`config.mk`:
```
export PLATFORM = sky130hd
export DESIGN_NAME = scanline_status
export DESIGN_NICKNAME = d
export VERILOG_FILES = /design/src/rtl/scan_pkg.sv /design/src/rtl/line_timer.sv /design/src/rtl/stat_reg.sv /design/src/rtl/scanline_status.sv
export SDC_FILE = /design/constraint.sdc
export NUM_CORES = 1
export LEC_CHECK = 0
export BUFFER_PORTS_ARGS = -buffer_cell sky130_fd_sc_hd__buf_2
export CORE_ASPECT_RATIO = 2
export CORE_MARGIN = 3
export CORE_UTILIZATION = 45
export DETAILED_ROUTE_END_ITERATION = 8
export HOLD_SLACK_MARGIN = 0.08
export PLACE_DENSITY = 0.75
export SKIP_LAST_GASP = 1
export SYNTH_ARGS = -nofsm -noshare
export SYNTH_HDL_FRONTEND = slang
export SYNTH_HIERARCHICAL = 1
export SYNTH_SLANG_ARGS = --single-unit
```
`constraint.sdc`:
```
create_clock -name clk -period 3.2 [get_ports clk]
set_input_delay 0.48 -clock clk [delete_from_list [all_inputs] [get_ports clk]]
set_output_delay 0.48 -clock clk [all_outputs]
set_load 0.01 [all_outputs]
```
`src/rtl/scan_pkg.sv`:
```
// Package: shared constants for the scanline/status block.
// Assumes 16-bit status registers and 9-bit match values.
package scan_pkg;
    localparam int          STAT_W       = 16;
    localparam int          MATCH_W      = 9;
    localparam logic [15:0] STAT_WR_MASK = 16'hFFB8;
    localparam int          B_VBLANK     = 0;
    localparam int          B_MATCH      = 2;
    localparam int          B_VB_EN      = 3;
    localparam int          B_MATCH_EN   = 5;
    typedef logic [STAT_W-1:0]  stat_t;
    typedef logic [MATCH_W-1:0] match_t;
endpackage

```
`src/rtl/line_timer.sv`:
```
// line_timer: divides the clock into lines and counts lines in a frame.
// Assumes LINE_CYCLES >= 2 and TOTAL_LINES >= 2. It exposes the boundary
// strobe and the next line combinationally, so that status logic can
// update on the same edge as the line register.
module line_timer #(
    parameter int LINE_CYCLES = 4260,
    parameter int TOTAL_LINES = 263,
    localparam int CYC_W  = $clog2(LINE_CYCLES),
    localparam int LINE_W = $clog2(TOTAL_LINES)
) (
    input  logic              clk,
    input  logic              rst_n,
    output logic [LINE_W-1:0] line_q,
    output logic              wrap_o,
    output logic [LINE_W-1:0] line_next_o
);
    logic [CYC_W-1:0] cyc_q;

    // Boundary strobe and next line number.
    always_comb begin
        wrap_o      = (cyc_q == CYC_W'(LINE_CYCLES - 1));
        line_next_o = (line_q == LINE_W'(TOTAL_LINES - 1)) ? '0 : line_q + 1'b1;
    end

    // Cycle and line counters.
    always_ff @(posedge clk) begin
        if (!rst_n) begin
            cyc_q  <= '0;
            line_q <= '0;
        end else if (wrap_o) begin
            cyc_q  <= '0;
            line_q <= line_next_o;
        end else begin
            cyc_q  <= cyc_q + 1'b1;
        end
    end

    AST_LINE_AT_BOUNDARY: assert property (@(posedge clk) disable iff (!rst_n)
        (line_q != $past(line_q)) |-> (cyc_q == '0));
    AST_LINE_RANGE: assert property (@(posedge clk) disable iff (!rst_n)
        32'(line_q) < TOTAL_LINES);
endmodule

```
`src/rtl/stat_reg.sv`:
```
// stat_reg: one processor's status register, its match value and its two
// interrupt pulses. Assumes VIS_LINES < TOTAL_LINES-1. The hardware flags
// and the software bits update together, on disjoint bits.
module stat_reg
    import scan_pkg::*;
#(
    parameter int VIS_LINES   = 192,
    parameter int TOTAL_LINES = 263,
    localparam int LINE_W = $clog2(TOTAL_LINES)
) (
    input  logic              clk,
    input  logic              rst_n,
    input  logic              wr_en,
    input  stat_t             wr_data,
    input  logic              wrap,
    input  logic [LINE_W-1:0] line_next,
    input  logic [LINE_W-1:0] line_q,
    output stat_t             stat_q,
    output logic              vb_irq,
    output logic              m_irq
);
    match_t match_q;
    logic   ent_vis, ent_last, eq;
    stat_t  stat_d;

    // Boundary events and the hardware/software merge of the next status.
    always_comb begin
        ent_vis  = wrap && (32'(line_next) == VIS_LINES);
        ent_last = wrap && (32'(line_next) == TOTAL_LINES - 1);
        eq       = (16'(line_next) == 16'(match_q));
        stat_d   = stat_q & ~STAT_WR_MASK;
        if (ent_vis)       stat_d[B_VBLANK] = 1'b1;
        else if (ent_last) stat_d[B_VBLANK] = 1'b0;
        if (wrap)          stat_d[B_MATCH]  = eq;
        stat_d[1] = 1'b0;
        stat_d[6] = 1'b0;
        stat_d = stat_d | ((wr_en ? wr_data : stat_q) & STAT_WR_MASK);
    end

    // Status, match value and request pulses.
    always_ff @(posedge clk) begin
        if (!rst_n) begin
            stat_q  <= '0;
            match_q <= '0;
            vb_irq  <= 1'b0;
            m_irq   <= 1'b0;
        end else begin
            stat_q <= stat_d;
            if (wr_en) match_q <= {wr_data[7], wr_data[15:8]};
            vb_irq <= ent_vis && stat_q[B_VB_EN];
            m_irq  <= wrap && eq && stat_q[B_MATCH_EN];
        end
    end

    AST_VB_PULSE: assert property (@(posedge clk) disable iff (!rst_n)
        vb_irq |=> !vb_irq);
    AST_VB_AT_ENTRY: assert property (@(posedge clk) disable iff (!rst_n)
        vb_irq |-> (32'(line_q) == VIS_LINES && stat_q[B_VBLANK]));
    AST_VB_WINDOW: assert property (@(posedge clk) disable iff (!rst_n)
        (32'(line_q) >= VIS_LINES && 32'(line_q) < TOTAL_LINES - 1) |-> stat_q[B_VBLANK]);
    AST_MATCH_IRQ_FLAG: assert property (@(posedge clk) disable iff (!rst_n)
        m_irq |-> stat_q[B_MATCH]);
    AST_MATCH_PULSE: assert property (@(posedge clk) disable iff (!rst_n)
        m_irq |=> !m_irq);
    AST_HW_ONLY_BITS: assert property (@(posedge clk) disable iff (!rst_n)
        !stat_q[1] && !stat_q[6]);
endmodule

```
`src/rtl/scanline_status.sv`:
```
// scanline_status: shared line counter with two per-processor status
// registers. Assumes one clock domain and a synchronous active-low reset.
module scanline_status
    import scan_pkg::*;
#(
    parameter int LINE_CYCLES = 4260,
    parameter int TOTAL_LINES = 263,
    parameter int VIS_LINES   = 192,
    localparam int NUM_CPU = 2,
    localparam int LINE_W  = $clog2(TOTAL_LINES)
) (
    input  logic        clk,
    input  logic        rst_n,
    input  logic        wr_en0,
    input  logic [15:0] wr_data0,
    input  logic        wr_en1,
    input  logic [15:0] wr_data1,
    output logic [15:0] stat0_rd,
    output logic [15:0] stat1_rd,
    output logic [15:0] line_rd,
    output logic [31:0] wide0_rd,
    output logic [31:0] wide1_rd,
    output logic [1:0]  vblank_irq,
    output logic [1:0]  match_irq
);
    logic [LINE_W-1:0] line_q, line_next;
    logic              wrap;
    logic              wr_en_a [NUM_CPU];
    stat_t             wr_dat_a[NUM_CPU];
    stat_t             stat_a  [NUM_CPU];

    line_timer #(.LINE_CYCLES(LINE_CYCLES), .TOTAL_LINES(TOTAL_LINES)) u_timer (
        .clk(clk), .rst_n(rst_n), .line_q(line_q),
        .wrap_o(wrap), .line_next_o(line_next));

    // Gather the per-processor write ports into arrays.
    always_comb begin
        wr_en_a[0]  = wr_en0;   wr_en_a[1]  = wr_en1;
        wr_dat_a[0] = wr_data0; wr_dat_a[1] = wr_data1;
    end

    for (genvar p = 0; p < NUM_CPU; p++) begin : g_cpu
        stat_reg #(.VIS_LINES(VIS_LINES), .TOTAL_LINES(TOTAL_LINES)) u_stat (
            .clk(clk), .rst_n(rst_n), .wr_en(wr_en_a[p]), .wr_data(wr_dat_a[p]),
            .wrap(wrap), .line_next(line_next), .line_q(line_q),
            .stat_q(stat_a[p]), .vb_irq(vblank_irq[p]), .m_irq(match_irq[p]));
    end

    // Read views.
    always_comb begin
        line_rd  = 16'(line_q);
        stat0_rd = stat_a[0];
        stat1_rd = stat_a[1];
        wide0_rd = {16'(line_q), stat_a[0]};
        wide1_rd = {16'(line_q), stat_a[1]};
    end
endmodule

```
==> results.md <==
- Outcome: finished, final reports clean
- Relative slew slack: between 50% and 60%
- CTS resizes: 0
- Crit-path leading delay family: simple AND/OR/NAND/NOR gates
- Mapped Area: about 3100 um^2
- Most common cell after layout, fill and taps aside: buf_2
- Clk sink count: 54
- Via count: between 2000 and 2500
- Reg clk slew, reported paths: about 0.070 ns
- Max cap viols: 0
- Asr flop ratio synth: 0%
- Layout cells sized above 1: 31.5%
- Routed Antenna Nets: 0
- Yosys top cell by area: dfxtp_1
- Residual DRC: 0
- Static Leak: between 0.0015 and 0.002 uW
- Number of cells on the worst hold path: 3
- Most frequent cells in the layout: buf_2 (114), dfxtp_1 (54), nor2b_1 (26)
- Yosys cell types: 36
- Tcrit/Tclk final: 88.1%
- DR iter-0 viols: 89
- First-pass DRT Iterations: 4
- CTS Hold Bufs: 0
- Die Y: about 120 um
- Area of the core: between 6000 and 7000 um^2
- Peak fanout along the critical path: 10
- Hold WC Path Type: input port to flip-flop
- Req. time, crit path: between 3 and 4 ns
- Slowest stage cell, crit path: nor4_4
- Dpl hpwl: approximately 5200 um
- Input/output buffers: between 100 and 150
- ANT cells: 0
- Nets@finish: 452
- GRT overflow: 0
- Yosys top cell area share: between 30% and 40%
- PwrDens: around 430 nW/um^2
- WL final: ~6900 um
- All-Layer GR Usage: between 10% and 20%
- Row count: 42
- Max Clock Freq: between 0.3 and 0.4 GHz
- Max clock buf depth: 2
- Worst skew pair latency: ~0.29 ns
- Die footprint: about 8100 um^2
- Min cycle time layout: about 2.8 ns
- RSZ-0062 raised after global routing: false
- Overall power: 1480 uW
- Fin worst setup slack: approximately 0.38 ns
- Area grow syn2layout: 10.4%
- Critical path arrival: between 3 and 4 ns
- Die W: between 60 and 70 um
- Fin Setup TNS: 0 ns
- Post-DR wirelength/cell: roughly 14 um
- Crit Path Category: flip-flop to flip-flop
- Initial core utilization: between 40 and 50%
- Ys Warns: 6
- CTS root buf: clkbuf_16
- Part of the Yosys area used for sequential elements: 34.4%
- Endpoints failing setup: 0
- Worst vdd ir: 0.247 mV
- Postcts setup bufs: 0
- Top cells by area, synth: dfxtp_1 (34%), buf_4 (19%), mux2i_1 (7.7%)
- CTS tree: done
- Antenna violations before repair: 0
- Max incr delay on CP: ~0.49 ns
- Place WS: between 0.3 and 0.4 ns
- Final Hold Viols: 0
- Post-synthesis area per instance: 8.89 um^2
- Most used DFF post-synth: dfxtp_1
- Critical Path Stages: 8
- Via-to-Cell Ratio: ~4.8
- Critical path startpoint category: flip-flop
- Vias in the first global route: approximately 2200
- FF-to-FF path depth: 8
- Flops & latches, synth: 54
- TritonCTS Buffers: 5
- Largest net degree at the start of global routing: 39
- Cell Chain, Critical Path: ha_1 > or4b_4 > nor4_4 > nor2_1 > xnor2_1 > nand2_1 > nor4_2 > and3_1
- Post-synth EDFFs: 0
- Cell count after synthesis: between 300 and 400
- Crit. End Element: flip-flop
- Fillers: roughly 630
- Gp weighted congestion: between 0.8 and 0.9
- First-pass GRT wire length: ~11000 um
- IO Pins: between 150 and 200
- Tightest Pin Transition: just under 0.7 ns
- Clk_skew: around 0.0039 ns
- Worst path bufs/invs: 0
- H-tree level count: 2
- Slew Viols, Final: 0
## kinds of logic (layout without fill, tap and decap cells)
logic type | count (synthesis) | count (layout) | synth area share [%]
xor+xnor | 35 | 35 | 9.77
fa+ha+maj | 3 | 3 | 1.20
compound gates | 22 | 22 | 4.63
simple gates | 123 | 123 | 21.9
other cells | 3 | 25 | 0.359
mux | 24 | 24 | 7.66
buf+inv | 89 | 127 | 20.1
flops | 54 | 54 | 34.4
## power by group
part,internal (uW),total [uW],leakage (uW),switching (uW)
Combinational,66.6,150,0.00117,83.8
Clock,386,612,0.0000829,226
Sequential,693,717,0.000440,23.3
## final cells by class
cell class	count	area [um^2]	share of cell area, %
inverters	6	22.5	0.650
flip-flops and latches	54	1080	31.2
well taps	88	110	3.18
multi-input cells	232	1510	43.6
clock inverters	1	30.0	0.867
clock buffers	6	139	4.01
repair buffers	114	571	16.5
## cell usage after synthesis, types with 3 or more instances
cell      number
conb_1         3
mux2i_1       24
nand4_1        4
o21ai_0        3
nand3_1       14
nor2_1        23
xnor2_1       20
dfxtp_1       54
nor3_1         4
nor4_1        11
inv_1          6
and3_1         5
a21oi_1        7
nand2_1       21
clkbuf_1       3
or3_1          5
buf_4         78
nor2b_1       26
ha_1           3
xor2_1        15
## flip-flops by register name, indices dropped and copies added (netlist names)
name                  cells
g_cpu.u_stat/vb_irq       2
u_timer/cyc_q            13
u_timer/line_q            9
g_cpu.u_stat/m_irq        2
g_cpu.u_stat/stat_q      12
g_cpu.u_stat/match_q     16
## stage by stage
step | std cells | cell area, um^2 | hold slack, ns | util, %
after floorplan | 375 | 3220 | 0.430 | -
after global placement | 494 | 3290 | 0.441 | 49.4
after detailed placement | 494 | 3290 | 0.450 | 49.4
after CTS | 501 | 3460 | 0.445 | 51.9
after global routing | 501 | 3460 | 0.449 | 51.9
final | 501 | 3460 | 0.448 | 51.9
## metal layers
metal | up-vias | part of all wire (%) | GRT usage (%)
met5 | - | 0 | 0
met3 | 12 | 5.2 | 2.53
met4 | 0 | 2.6 | 8.31
li1 | 1204 | - | -
met2 | 84 | 55 | 32.6
met1 | 1129 | 37 | 16.8
## final timing paths
check | slack (ns) | startpoint | endpoint
worst max-delay path | 0.38 | u_timer/line_q[1] | g_cpu[0].u_stat/m_irq
worst max register to register | 0.38 | u_timer/line_q[1] | g_cpu[0].u_stat/m_irq
worst min-delay path | 0.45 | wr_data1[8] | g_cpu[1].u_stat/match_q[0]
worst min register to register | 0.46 | g_cpu[0].u_stat/stat_q[3] | g_cpu[0].u_stat/vb_irq
## tightest hold or removal path, cell delays in order
cell	delay [ns]
buf_2	0.07
mux2i_1	0.05
nor2b_1	0.09
Power figures use the tool's default switching activity.
